--- src/rtl/alu_flag_pkg.sv ---
package alu_flag_pkg;

    localparam int unsigned FLAG_DATA_W = 32;
    localparam int unsigned FLAG_NUM_SIZES = 3;

    typedef enum logic [2:0] {
        OPC_ADD   = 3'd0,
        OPC_SUB   = 3'd1,
        OPC_LOGIC = 3'd2,
        OPC_MOVE  = 3'd3,
        OPC_CTRL  = 3'd4
    } op_class_e;

    typedef struct packed {
        logic cf;
        logic pf;
        logic af;
        logic zf;
        logic sf;
        logic of;
        logic df;
        logic ie;
    } flag_vec_t;

endpackage

--- src/rtl/flag_width_view.sv ---
module flag_width_view #(
    parameter int unsigned DATA_W    = 32,
    parameter int unsigned NUM_SIZES = 3
) (
    input  logic [DATA_W-1:0] opnd_a,
    input  logic [DATA_W-1:0] opnd_b,
    input  logic [DATA_W-1:0] result,
    input  logic [1:0]        size_sel,
    output logic              a_msb,
    output logic              b_msb,
    output logic              r_msb,
    output logic              r_zero,
    output logic              r_even
);
    localparam int unsigned IDX_W = $clog2(NUM_SIZES + 1);

    logic [NUM_SIZES-1:0] lane_zero;
    logic [IDX_W-1:0]     lane_idx;
    logic [5:0]           msb_pos;

    // one zero detector per supported operand width
    for (genvar g = 0; g < NUM_SIZES; g++) begin : g_lane
        localparam int unsigned LW = 8 << g;
        assign lane_zero[g] = ~|result[LW-1:0];
    end

    always_comb begin
        if (32'(size_sel) >= NUM_SIZES - 1) begin
            lane_idx = IDX_W'(NUM_SIZES - 1);
        end else begin
            lane_idx = IDX_W'(size_sel);
        end
        msb_pos = 6'((8 << lane_idx) - 1);
    end

    assign a_msb  = opnd_a[msb_pos];
    assign b_msb  = opnd_b[msb_pos];
    assign r_msb  = result[msb_pos];
    assign r_zero = lane_zero[lane_idx];
    assign r_even = ~^result[7:0];

endmodule

--- src/rtl/flag_arith_core.sv ---
module flag_arith_core (
    input  logic is_sub,
    input  logic a_nib,
    input  logic b_nib,
    input  logic r_nib,
    input  logic a_msb,
    input  logic b_msb,
    input  logic r_msb,
    output logic aux_carry,
    output logic signed_ovf
);
    logic b_eff;

    // bit 4 of a+b or a-b differs from a^b exactly by the carry/borrow into it
    assign aux_carry = a_nib ^ b_nib ^ r_nib;

    // a subtract behaves like adding an operand of opposite sign
    assign b_eff      = b_msb ^ is_sub;
    assign signed_ovf = (a_msb == b_eff) && (r_msb != a_msb);

endmodule

--- src/rtl/flag_ctl_bit.sv ---
module flag_ctl_bit (
    input  logic cur,
    input  logic set_s,
    input  logic clr_s,
    output logic nxt
);
    always_comb begin
        if (set_s) begin
            nxt = 1'b1;
        end else if (clr_s) begin
            nxt = 1'b0;
        end else begin
            nxt = cur;
        end
    end
endmodule

--- src/rtl/alu_flag_unit.sv ---
module alu_flag_unit
    import alu_flag_pkg::*;
#(
    parameter int unsigned DATA_W = FLAG_DATA_W
) (
    input  logic              clk,
    input  logic              rst,
    input  logic [DATA_W-1:0] opnd_a_i,
    input  logic [DATA_W-1:0] opnd_b_i,
    input  logic [DATA_W-1:0] result_i,
    input  logic              carry_i,
    input  logic [2:0]        op_class_i,
    input  logic [1:0]        op_size_i,
    input  logic              flag_we_i,
    input  logic              dir_set_i,
    input  logic              dir_clr_i,
    input  logic              ien_set_i,
    input  logic              ien_clr_i,
    output logic              carry_o,
    output logic              parity_o,
    output logic              aux_o,
    output logic              zero_o,
    output logic              sign_o,
    output logic              ovf_o,
    output logic              dir_o,
    output logic              ien_o
);
    flag_vec_t flags_d, flags_q;

    logic a_msb, b_msb, r_msb, r_zero, r_even;
    logic aux_c, s_ovf;
    logic df_d, ie_d;

    flag_width_view #(
        .DATA_W   (DATA_W),
        .NUM_SIZES(FLAG_NUM_SIZES)
    ) u_view (
        .opnd_a  (opnd_a_i),
        .opnd_b  (opnd_b_i),
        .result  (result_i),
        .size_sel(op_size_i),
        .a_msb   (a_msb),
        .b_msb   (b_msb),
        .r_msb   (r_msb),
        .r_zero  (r_zero),
        .r_even  (r_even)
    );

    flag_arith_core u_arith (
        .is_sub    (op_class_i == OPC_SUB),
        .a_nib     (opnd_a_i[4]),
        .b_nib     (opnd_b_i[4]),
        .r_nib     (result_i[4]),
        .a_msb     (a_msb),
        .b_msb     (b_msb),
        .r_msb     (r_msb),
        .aux_carry (aux_c),
        .signed_ovf(s_ovf)
    );

    flag_ctl_bit u_dir (
        .cur  (flags_q.df),
        .set_s(dir_set_i),
        .clr_s(dir_clr_i),
        .nxt  (df_d)
    );

    flag_ctl_bit u_ien (
        .cur  (flags_q.ie),
        .set_s(ien_set_i),
        .clr_s(ien_clr_i),
        .nxt  (ie_d)
    );

    always_comb begin
        flags_d    = flags_q;
        flags_d.df = df_d;
        flags_d.ie = ie_d;
        if (flag_we_i) begin
            case (op_class_i)
                OPC_ADD, OPC_SUB: begin
                    flags_d.cf = carry_i;
                    flags_d.pf = r_even;
                    flags_d.af = aux_c;
                    flags_d.zf = r_zero;
                    flags_d.sf = r_msb;
                    flags_d.of = s_ovf;
                end
                OPC_LOGIC: begin
                    flags_d.cf = 1'b0;
                    flags_d.pf = r_even;
                    flags_d.zf = r_zero;
                    flags_d.sf = r_msb;
                    flags_d.of = 1'b0;
                end
                default: begin
                    flags_d.cf = flags_q.cf;
                end
            endcase
        end
    end

    always_ff @(posedge clk) begin
        if (rst) begin
            flags_q <= '0;
        end else begin
            flags_q <= flags_d;
        end
    end

    assign carry_o  = flags_q.cf;
    assign parity_o = flags_q.pf;
    assign aux_o    = flags_q.af;
    assign zero_o   = flags_q.zf;
    assign sign_o   = flags_q.sf;
    assign ovf_o    = flags_q.of;
    assign dir_o    = flags_q.df;
    assign ien_o    = flags_q.ie;

endmodule

--- config.mk ---
export PLATFORM = sky130hd
export DESIGN_NAME = alu_flag_unit
export DESIGN_NICKNAME = d
export VERILOG_FILES = /design/src/rtl/alu_flag_pkg.sv /design/src/rtl/flag_width_view.sv /design/src/rtl/flag_arith_core.sv /design/src/rtl/flag_ctl_bit.sv /design/src/rtl/alu_flag_unit.sv
export SDC_FILE = /design/constraint.sdc
export NUM_CORES = 1
export LEC_CHECK = 0
export BUFFER_PORTS_ARGS = -buffer_cell sky130_fd_sc_hd__buf_2
export CAP_MARGIN = 20
export CORE_MARGIN = 2
export CORE_UTILIZATION = 26
export DETAILED_ROUTE_END_ITERATION = 8
export MAX_ROUTING_LAYER = met4
export PLACE_DENSITY = 0.85
export SLEW_MARGIN = 10
export SYNTH_ARGS = -nofsm -noshare
export SYNTH_HDL_FRONTEND = slang
export SYNTH_SLANG_ARGS = --single-unit
--- constraint.sdc ---
create_clock -name clk -period 2.2 [get_ports clk]
set_input_delay 0.11 -clock clk [delete_from_list [all_inputs] [get_ports clk]]
set_output_delay 0.11 -clock clk [all_outputs]
set_load 0.02 [all_outputs]
[After elaboration in Yosys (flattened, before gate mapping)]
Index checks and enable logic that the tools add are counted.
Word-level totals
  flip-flop bits (word level): 8
Cells by class
  add/sub/neg operators: 1
  order comparisons: 3
  equal/unequal tests: 4
  shift operators: 1
  muxes and demuxes: 15
  bitwise gates (word level): 3
  reduce and logical (&&, ||, !) cells: 17
Operators by type and width (count)
  32-bit OR reduction: 1
  16-bit OR reduction: 1
  1-bit binary-select mux with 5-bit select: 3
  1-bit two-way mux: 8
  8-bit OR reduction: 1
  8-bit XNOR reduction: 1
  6-bit less-than comparator (second input constant): 1
  3-bit case mux with 2 select lines: 1
  2-bit AND reduction: 3
  2-bit nonzero test: 3
  4-bit by 2-bit << shifter with 6-bit output (first input constant): 1
  6-bit by 2-bit subtractor with 6-bit output (second input constant): 1
  3-bit by 1-bit equality test with 1-bit output (second input constant): 1
  3-bit by 2-bit equality test with 1-bit output (second input constant): 1
  1-bit logical NOT: 3
  3-bit logical NOT: 1
  2-bit by 3-bit less-than comparator with 1-bit output (second input constant): 1
  3-bit OR reduction: 1
  1-bit bitwise XOR: 3
  1-bit binary-select mux with 2-bit select: 1
  2-bit greater-or-equal comparator (second input constant): 1
  2-bit two-way mux: 1
  1-bit case mux with 2 select lines: 1
  2-bit OR reduction: 1
  other kinds (3): 3

[Longest topological paths before layout]
Gate-level depths: netlist (run 1).
  word-level depth: 10
  gate-level depth with buffers: 6
  gate-level depth less buffers: 6

[Modules after synthesis]
Synthesis (run 1) repeated with hierarchy kept, for this count alone.
Second synthesis, totals
  cells, all modules: 79
  area total of the unflattened synthesis: 641.9 um2
By module, submodules not included
  alu_flag_unit: instances 1, cells each 33, area an instance 329.1 um2, seq. area each 160.2 um2
  flag_width_view: instances 1, cells each 36, area an instance 239.0 um2, seq. area each 0.0 um2
  flag_arith_core: instances 1, cells each 6, area an instance 51.3 um2, seq. area each 0.0 um2
  flag_ctl_bit: instances 2, cells each 2, area an instance 11.3 um2, seq. area each 0.0 um2

[Worst setup path before layout (run 1)]
Ideal clock, no wire load.
  path type: input to register
  start: in op_size_i[0]
  end: reg flags_q (netlist bit ovf_o)
  setup time: 0.096 ns
  data arrival time: 1.003 ns
  path slack: 1.101 ns
  cell stages on the path: 5
  path through: mux2i_1 -> o21ai_1 -> xor2_1 -> mux2_4 -> o41ai_2
Between the ends
  word-level cells in the longest chain between the ends: 10
  elaborated cells between the ends (all ways): 15
  those cells by class: add/sub: 1; order compare: 1; eq/ne: 2; shift: 1; mux: 8; bitwise: 1; reduce/logical: 1
Ends and longest elaborated chain
  from (decl): line alu_flag_unit.sv:13  | input logic [1:0] op_size_i,
  2-bit greater-or-equal comparator: line flag_width_view.sv:28  | if (32'(size_sel) >= NUM_SIZES - 1) begin
  2-bit two-way mux *: line flag_width_view.sv:28
  4-bit by 2-bit << shifter with 6-bit output *: line flag_width_view.sv:33  | msb_pos = 6'((8 << lane_idx) - 1);
  6-bit by 2-bit subtractor with 6-bit output *: line flag_width_view.sv:33
  1-bit binary-select mux with 5-bit select: line flag_width_view.sv:37  | assign b_msb = opnd_b[msb_pos];
  1-bit two-way mux (implied by the code): line flag_width_view.sv:37
  1-bit bitwise XOR: line flag_arith_core.sv:18  | assign b_eff = b_msb ^ is_sub;
  1-bit equality test: line flag_arith_core.sv:19  | assign signed_ovf = (a_msb == b_eff) && (r_msb != a_msb);
  1-bit logical AND *: line flag_arith_core.sv:19
  3-bit case mux with 2 select lines *: line alu_flag_unit.sv:80  | case (op_class_i)
  to (signal assigned): line alu_flag_unit.sv:107  | flags_q <= flags_d;
  to (decl): line alu_flag_unit.sv:28  | flag_vec_t flags_d, flags_q;
Mark *: on every way between the ends. The rest lies on a longest branch, timed or not. The select of a mux whose other input is x is not followed.
A chain may end at the register's enable or synchronous reset.

[Worst setup path after layout (run 1)]
Ends and elaborated chain as after synthesis.

==> metrics.txt, run 1 <==
# TYPE chip_impl_metric gauge
chip_impl_metric{name="synth.yosys.warnings",unit=""} 0
chip_impl_info{name="worstSetupPathType",value="primary input to flip-flop"} 1
chip_impl_metric{name="cts_htree_levels",unit=""} 1
chip_impl_metric{name="setup-violations-final",unit=""} 0
chip_impl_metric{name="cellPowerDensity",unit="mW/mm^2"} 428.1
chip_impl_metric{name="hold_buffers",unit=""} 0
chip_impl_metric{name="postSynthNetCount",unit=""} 190
chip_impl_metric{name="cts_resized",unit=""} 0
chip_impl_metric{name="max_freq",unit="MHz"} 950.2
chip_impl_info{name="dominantRegCellSynth",value="dfxtp_1"} 1
chip_impl_metric{name="fp.coreArea",unit="sq mm"} 0.002170
chip_impl_metric{name="final.min_clock_period",unit="ps"} 1052
chip_impl_metric{name="post_route_cells_drive_above_1_share",unit=""} 0.4676
chip_impl_metric{name="synthToLayoutAreaGrowth",unit="%"} 60.09
chip_impl_metric{name="synth_compound_gate_area_share",unit=""} 0.1507
chip_impl_metric{name="num_antenna_cells",unit=""} 0
chip_impl_metric{name="placement_rows",unit=""} 17
chip_impl_metric{name="antenna_found_initial",unit=""} 0
chip_impl_metric{name="effective_utilization_at_floorplan",unit=""} 0.2716
chip_impl_metric{name="globalRouteTotalUtil",unit=""} 0.1316
chip_impl_metric{name="postSynth.asyncResetShare",unit=""} 0
chip_impl_info{name="synthMostInstantiatedCell",value="inv_1"} 1
chip_impl_metric{name="synthXorXnorAreaFrac",unit=""} 0.08917
chip_impl_metric{name="post_synth_instance_area",unit="sq um"} 589.3
chip_impl_metric{name="yosysTopAreaCellShare",unit=""} 0.2718
chip_impl_metric{name="reg2reg_slack",unit="ps"} 1580
chip_impl_metric{name="worst_ir_drop_vdd",unit="uV"} 278.6
chip_impl_metric{name="post-cts-setup-buffer-count",unit=""} 0
chip_impl_metric{name="cpPeakStageDelay",unit="ps"} 320
chip_impl_metric{name="count_of_input_and_output_buffers",unit=""} 60
chip_impl_metric{name="synth-edff-count",unit=""} 0
chip_impl_info{name="holdCritStartpoint",value="dir_set_i"} 1
chip_impl_metric{name="fillCellCount",unit=""} 240
chip_impl_metric{name="drc_errors",unit=""} 0
chip_impl_metric{name="timing.critical_path.arrival",unit="ps"} 1220
chip_impl_metric{name="critical_path_peak_fanout",unit=""} 4
chip_impl_metric{name="totalPowerFinal",unit="mW"} 0.4039
chip_impl_metric{name="synth_seq_area_share",unit=""} 0.2718
chip_impl_info{name="critical_path.reg2reg.startpoint",value="carry_o$_SDFFE_PP0P_"} 1
chip_impl_metric{name="timing.critical_path.buf_inv",unit=""} 1
chip_impl_metric{name="max_slew_margin",unit=""} 0.8169
chip_impl_metric{name="drc_marker_count_from_the_first_detailed_route_iteration",unit=""} 5
chip_impl_metric{name="max_cap_check_violation_count",unit=""} 0
chip_impl_metric{name="drt-pass1-iter-count",unit=""} 4
chip_impl_metric{name="muxShareOfSynthArea",unit=""} 0.07643
chip_impl_metric{name="first_pass_grt_wire_length",unit="um"} 2525
chip_impl_metric{name="slew_violations",unit=""} 0
chip_impl_info{name="critPathCaptureType",value="flip-flop"} 1
chip_impl_info{name="dominant_cell_type_by_area_after_synthesis",value="dfxtp_1"} 1
chip_impl_metric{name="post_synth_and_or_nand_nor_area_fraction",unit=""} 0.2569
chip_impl_info{name="slowest_stage_cell_cp",value="mux2_4"} 1
chip_impl_metric{name="drt-total-wl",unit="um"} 1612
chip_impl_metric{name="syn_inst",unit=""} 77
chip_impl_metric{name="insertion_delay",unit="ps"} 250
chip_impl_metric{name="number_of_cells_on_the_worst_reg_to_reg_path",unit=""} 2
chip_impl_metric{name="cts.reportedPaths.clkPinSlew",unit="ps"} 50
chip_impl_info{name="type_of_element_launching_the_critical_path",value="primary input"} 1
chip_impl_metric{name="post_synth.cell_area_avg",unit="sq um"} 7.653
chip_impl_metric{name="grt_max_degree",unit=""} 10
chip_impl_info{name="main_combinational_cell_family_by_area_after_synthesis",value="simple AND/OR/NAND/NOR gates"} 1
chip_impl_metric{name="place_hpwl",unit="um"} 1465
chip_impl_metric{name="fin_ws",unit="ps"} 1148
chip_impl_info{name="cts_tree",value="yes"} 1
chip_impl_metric{name="register_bit_count_reported_by_yosys",unit=""} 8
chip_impl_metric{name="hold-path-cell-count",unit=""} 3
chip_impl_metric{name="timing.final.crit_share",unit=""} 0.4784
chip_impl_info{name="reg2reg_to",value="carry_o$_SDFFE_PP0P_"} 1
chip_impl_metric{name="dieHeight",unit="um"} 51.61
chip_impl_metric{name="dieArea",unit="sq mm"} 0.002664
chip_impl_info{name="synthTopCellsByArea",value="dfxtp_1, ha_1, xnor2_1"} 1
chip_impl_metric{name="synth-adder-area-share",unit=""} 0.08493
chip_impl_info{name="min_path_type",value="primary input to flip-flop"} 1
chip_impl_info{name="top_cells_by_instance_count_after_synthesis",value="inv_1, nand2_1, dfxtp_1"} 1
chip_impl_info{name="whs_endpoint",value="dir_o$_SDFFE_PP0P_"} 1
chip_impl_metric{name="worst_pin_slew",unit="ps"} 274.7
chip_impl_metric{name="viasPerCell",unit=""} 4.467
chip_impl_info{name="timing.critical_path.cells",value="buf_2, mux2i_1, o21ai_1, xor2_1, mux2_4, o41ai_2"} 1
chip_impl_metric{name="place.gp.congestion",unit=""} 0.7612
chip_impl_metric{name="via_count",unit=""} 746
chip_impl_metric{name="globalRouteOverflowTotal",unit=""} 0
chip_impl_metric{name="antenna_left",unit=""} 0
chip_impl_metric{name="clock_sinks",unit=""} 8
chip_impl_metric{name="setup_tns",unit="ps"} 0
chip_impl_info{name="cts.root.buffer_cell",value="clkbuf_4"} 1
chip_impl_metric{name="die_x",unit="um"} 51.61
chip_impl_info{name="path_delay_family",value="multiplexers"} 1
chip_impl_metric{name="synth_cell_types",unit=""} 23
chip_impl_metric{name="average_wire_length_per_cell_after_detail_routing",unit="um"} 9.653
chip_impl_metric{name="finClkSkew",unit="ps"} 0
chip_impl_metric{name="cts_max_path_buffers",unit=""} 2
chip_impl_info{name="status",value="complete, no violations"} 1
chip_impl_metric{name="grt_pass1_vias",unit=""} 652
chip_impl_metric{name="worst-endpoint-required",unit="ps"} 2370
chip_impl_metric{name="design.portCount",unit=""} 117
chip_impl_info{name="rsz0062_at_grt",value="no"} 1
chip_impl_metric{name="p_leak",unit="nW"} 0.5139
chip_impl_metric{name="cts_made_buffers",unit=""} 3
chip_impl_metric{name="timing.final.hold_violations",unit=""} 0
chip_impl_metric{name="finish.net_count",unit=""} 254
chip_impl_metric{name="pre_cts_slack",unit="ps"} 882.6
## flip-flops by register name (all words and copies together), names as in the netlist
name / flops
sign_o: 1
aux_o: 1
ovf_o: 1
carry_o: 1
dir_o: 1
zero_o: 1
ien_o: 1
parity_o: 1
## cell type report
class                   count  area [sq um]  area share
inverters                  10         37.54     0.03979
flip-flops and latches      8         160.2      0.1698
well taps                  28         35.03     0.03714
repair buffers             60         300.3      0.3183
multi-input cells          58         387.9      0.4111
clock buffers               3         22.52     0.02387
## cell families after synthesis
family / Yosys count
AND/OR/NAND/NOR: 30
XOR/XNOR: 6
adder cells (fa/ha/maj): 4
buffers and inverters: 11
AO/OA/AOI/OAI: 14
flip-flops: 8
multiplexers: 4
## worst max path at each step
| stage | to | depth (start not counted) | slack, ps | start |
|---|---|---|---|---|
| after floorplan | ovf_o$_SDFFE_PP0P_ | 5 | 1100 | op_size_i[0] |
| after global placement | ovf_o$_SDFFE_PP0P_ | 6 | 880 | op_size_i[0] |
| after detailed placement | ovf_o$_SDFFE_PP0P_ | 6 | 880 | op_size_i[0] |
| after CTS | ovf_o$_SDFFE_PP0P_ | 6 | 1140 | op_size_i[0] |
| after global routing | ovf_o$_SDFFE_PP0P_ | 6 | 1080 | op_size_i[0] |
| final | ovf_o$_SDFFE_PP0P_ | 6 | 1150 | op_size_i[0] |
## through the flow
| stage | cell area (sq um) | std cells | util | hold slack [ps] |
|---|---|---|---|---|
| after floorplan | 589.3 | 77 | - | 208.2 |
| after global placement | 920.9 | 164 | 0.4245 | 318.3 |
| after detailed placement | 920.9 | 164 | 0.4245 | 332.8 |
| after CTS | 943.4 | 167 | 0.4348 | 71.28 |
| after global routing | 943.4 | 167 | 0.4348 | 60.78 |
| final | 943.4 | 167 | 0.4348 | 73.48 |
## placed cells by master, fill, tap and decap left out, drive strengths merged
master,n
a21o,1
o41ai,1
buf,60
nor3,3
nor3b,1
mux2,1
a21oi,6
nor4,6
nand4,2
a22oi,1
nand3b,1
dfxtp,8
xnor2,5
mux2i,3
xor2,1
a211oi,1
clkbuf,3
ha,4
o21ai,4
inv,10
nand2,9
nand2b,3
nor2,5
## where the power goes
part	internal [mW]	switching (mW)
clock	0.0623	0.0478
combinational	0.0742	0.0628
sequential	0.153	0.00361
## worst register-to-register path, stage by stage (launching register included)
cell and delay (ps):
dfxtp_1 300, a22oi_1 160, nor2_1 50
## per-layer routing
| layer | part of all wire | GRT usage |
|---|---|---|
| met2 | 0.43 | 0.2286 |
| met4 | 0.020 | 0.06579 |
| met1 | 0.41 | 0.1393 |
| met3 | 0.14 | 0.03161 |
| met5 | 0 | - |
(Power assumes the default switching activity.)
==> run 2, diff against run 1 <==
Settings changed: CORE_UTILIZATION 26 to 25, PLACE_DENSITY 0.85 to 0.82.
Clock period 2.2 ns to 1 ns, I/O delays scaled along.
==> run 2 against run 1 <==
The run now ends with setup timing left. Global-route usage grew 1.1 points. Design area grew 7.0%. Critical path depth is the same. First-iteration DRC count grew 100%. Clock skew is the same. Die area grew 3.7%. Hold slack lost 47 ps.
==> metrics.txt, run 2 (same netlist as run 1, synthesis figures left out) <==
# TYPE chip_impl_metric gauge
chip_impl_info{name="status",value="finished with violations"} 1
chip_impl_info{name="failed_checks",value="setup timing"} 1
chip_impl_metric{name="drt-pass1-iter-count",unit=""} 4
chip_impl_info{name="maxUsedRoutingLayer",value="met3"} 1
chip_impl_info{name="cts.root.buffer_cell",value="clkbuf_4"} 1
chip_impl_metric{name="max_freq",unit="MHz"} 999.2
chip_impl_metric{name="drt-total-wl",unit="um"} 1768
chip_impl_info{name="rsz0062_at_grt",value="yes"} 1
chip_impl_info{name="type_of_element_launching_the_critical_path",value="primary input"} 1
chip_impl_metric{name="finish.net_count",unit=""} 260
chip_impl_metric{name="timing.final.hold_violations",unit=""} 0
chip_impl_metric{name="cts.reportedPaths.clkPinSlew",unit="ps"} 50
chip_impl_metric{name="antenna_found_initial",unit=""} 0
chip_impl_metric{name="cellPowerDensity",unit="mW/mm^2"} 904.3
chip_impl_metric{name="dieHeight",unit="um"} 52.55
chip_impl_metric{name="post_dp_cell_area",unit="sq um"} 958.4
chip_impl_metric{name="via_count",unit=""} 786
chip_impl_metric{name="cts_max_path_buffers",unit=""} 2
chip_impl_metric{name="timing.critical_path.arrival",unit="ps"} 1160
chip_impl_metric{name="final.min_clock_period",unit="ps"} 1001
chip_impl_metric{name="max_slew_margin",unit=""} 0.8025
chip_impl_metric{name="max_cap_check_violation_count",unit=""} 0
chip_impl_metric{name="design.portCount",unit=""} 117
chip_impl_metric{name="worst_pin_slew",unit="ps"} 296.3
chip_impl_metric{name="route.met2.wl",unit="um"} 852
chip_impl_metric{name="cts_htree_levels",unit=""} 1
chip_impl_metric{name="finClkSkew",unit="ps"} 0
chip_impl_metric{name="slew_violations",unit=""} 0
chip_impl_info{name="slowest_stage_cell_cp",value="mux2_4"} 1
chip_impl_info{name="cts_tree",value="yes"} 1
chip_impl_metric{name="average_wire_length_per_cell_after_detail_routing",unit="um"} 10.22
chip_impl_metric{name="clock_sinks",unit=""} 8
chip_impl_metric{name="first_pass_grt_wire_length",unit="um"} 2849
chip_impl_metric{name="globalRouteOverflowTotal",unit=""} 0
chip_impl_metric{name="synthToLayoutAreaGrowth",unit="%"} 71.34
chip_impl_metric{name="critical_path_peak_fanout",unit=""} 4
chip_impl_metric{name="setup_tns",unit="ps"} -0.8114
chip_impl_metric{name="timing.final.crit_share",unit=""} 1.001
chip_impl_metric{name="insertion_delay",unit="ps"} 240
chip_impl_metric{name="viasPerCell",unit=""} 4.543
chip_impl_metric{name="antenna_left",unit=""} 0
chip_impl_metric{name="count_of_input_and_output_buffers",unit=""} 60
chip_impl_info{name="most_frequent_standard_cell_in_the_layout_excluding_fill_and_tap_cells",value="buf_2"} 1
chip_impl_metric{name="multi_input_comb_area",unit="sq um"} 396.6
chip_impl_metric{name="drc_marker_count_from_the_first_detailed_route_iteration",unit=""} 10
chip_impl_metric{name="die_x",unit="um"} 52.55
chip_impl_metric{name="worst-endpoint-required",unit="ps"} 1160
chip_impl_metric{name="grt_pass1_vias",unit=""} 777
chip_impl_metric{name="place_hpwl",unit="um"} 1538
chip_impl_metric{name="effective_utilization_at_floorplan",unit=""} 0.2664
chip_impl_metric{name="cpPeakStageDelay",unit="ps"} 320
chip_impl_info{name="min_path_type",value="primary input to flip-flop"} 1
chip_impl_info{name="worstSetupPathType",value="primary input to flip-flop"} 1
chip_impl_metric{name="post_route_cells_drive_above_1_share",unit=""} 0.4966
chip_impl_metric{name="finalCoreUtilization",unit=""} 0.4564
chip_impl_metric{name="worst_ir_drop_vdd",unit="uV"} 384.1
chip_impl_metric{name="fin_area",unit="sq mm"} 0.001010
chip_impl_metric{name="dieArea",unit="sq mm"} 0.002762
chip_impl_metric{name="met1_length",unit="um"} 685
chip_impl_metric{name="grt_max_degree",unit=""} 10
chip_impl_metric{name="pre_cts_slack",unit="ps"} -275.8
chip_impl_metric{name="setup-violations-final",unit=""} 1
chip_impl_metric{name="cts_made_buffers",unit=""} 3
chip_impl_metric{name="fp.coreArea",unit="sq mm"} 0.002212
chip_impl_info{name="timing.critical_path.cells",value="buf_8, mux2i_2, o21ai_1, xor2_1, mux2_4, o41ai_2"} 1
chip_impl_metric{name="ff_latch_area",unit="sq um"} 160.2
chip_impl_metric{name="fillCellCount",unit=""} 242
chip_impl_metric{name="drc_errors",unit=""} 0
chip_impl_metric{name="p_leak",unit="nW"} 0.5455
chip_impl_metric{name="met3RoutedLength",unit="um"} 230
chip_impl_metric{name="placement_rows",unit=""} 17
chip_impl_metric{name="num_antenna_cells",unit=""} 0
chip_impl_metric{name="fin_ws",unit="ps"} -0.8114
chip_impl_metric{name="place.gp.congestion",unit=""} 0.7836
chip_impl_metric{name="post-cts-setup-buffer-count",unit=""} 0
chip_impl_info{name="critPathCaptureType",value="flip-flop"} 1
chip_impl_info{name="layout.cells.most_common_list",value="buf_2, inv_1, nand2_1"} 1
chip_impl_metric{name="globalRouteTotalUtil",unit=""} 0.1423
-- run 2: repair_timing --
item | in CTS | in global routing
gates resized for setup | 2 | 3
setup endpoints to repair | 1 | 1
hold buffers | 1 | 0
hold endpoints to repair | 1 | 0
-- run 2: final timing paths --
check / start / endpoint / slack (ps) / cells past startpoint
min reg2reg: parity_o$_SDFFE_PP0P_ / parity_o$_SDFFE_PP0P_ / 450 / 2
max: op_size_i[0] / ovf_o$_SDFFE_PP0P_ / -0.8 / 6
min: ien_set_i / ien_o$_SDFFE_PP0P_ / 30 / 3
max reg2reg: dir_o$_SDFFE_PP0P_ / dir_o$_SDFFE_PP0P_ / 380 / 2
-- run 2: cell type report --
class | count | area share
multi-input cells | 58 | 0.3928
clock buffers | 3 | 0.02230
inverters | 10 | 0.03717
flip-flops and latches | 8 | 0.1586
well taps | 28 | 0.03470
repair buffers | 66 | 0.3544
-- run 2: metrics by stage --
step                      power (mW)  cells  hold slack, ps
final                         0.9130    173           26.71
after floorplan               0.5106     77           148.2
after CTS                     0.9279    173           27.64
after detailed placement      0.6743    169           267.2
after global routing          0.9827    173           62.62
after global placement        0.6691    169           258.0
-- run 2: critical path: cells and delay by family --
family / cells / cell delay, ps
buffers and inverters: 1 / 110
XOR/XNOR: 1 / 210
multiplexers: 2 / 460
AO/OA/AOI/OAI: 2 / 330
-- run 2: where the power goes --
group	leakage (nW)	internal, mW	switching [mW]
Combinational	0.466	0.186	0.146
Sequential	0.0656	0.337	0.00821
Clock	0.0138	0.137	0.0997
Total	0.546	0.659	0.254
-- run 2: metal layers --
| layer | vias to the layer above | GRT usage |
|---|---|---|
| li1 | 406 | - |
| met1 | 326 | 0.1431 |
| met2 | 54 | 0.2646 |
| met3 | 0 | 0.03429 |
| met4 | 0 | 0.05128 |
| met5 | - | - |
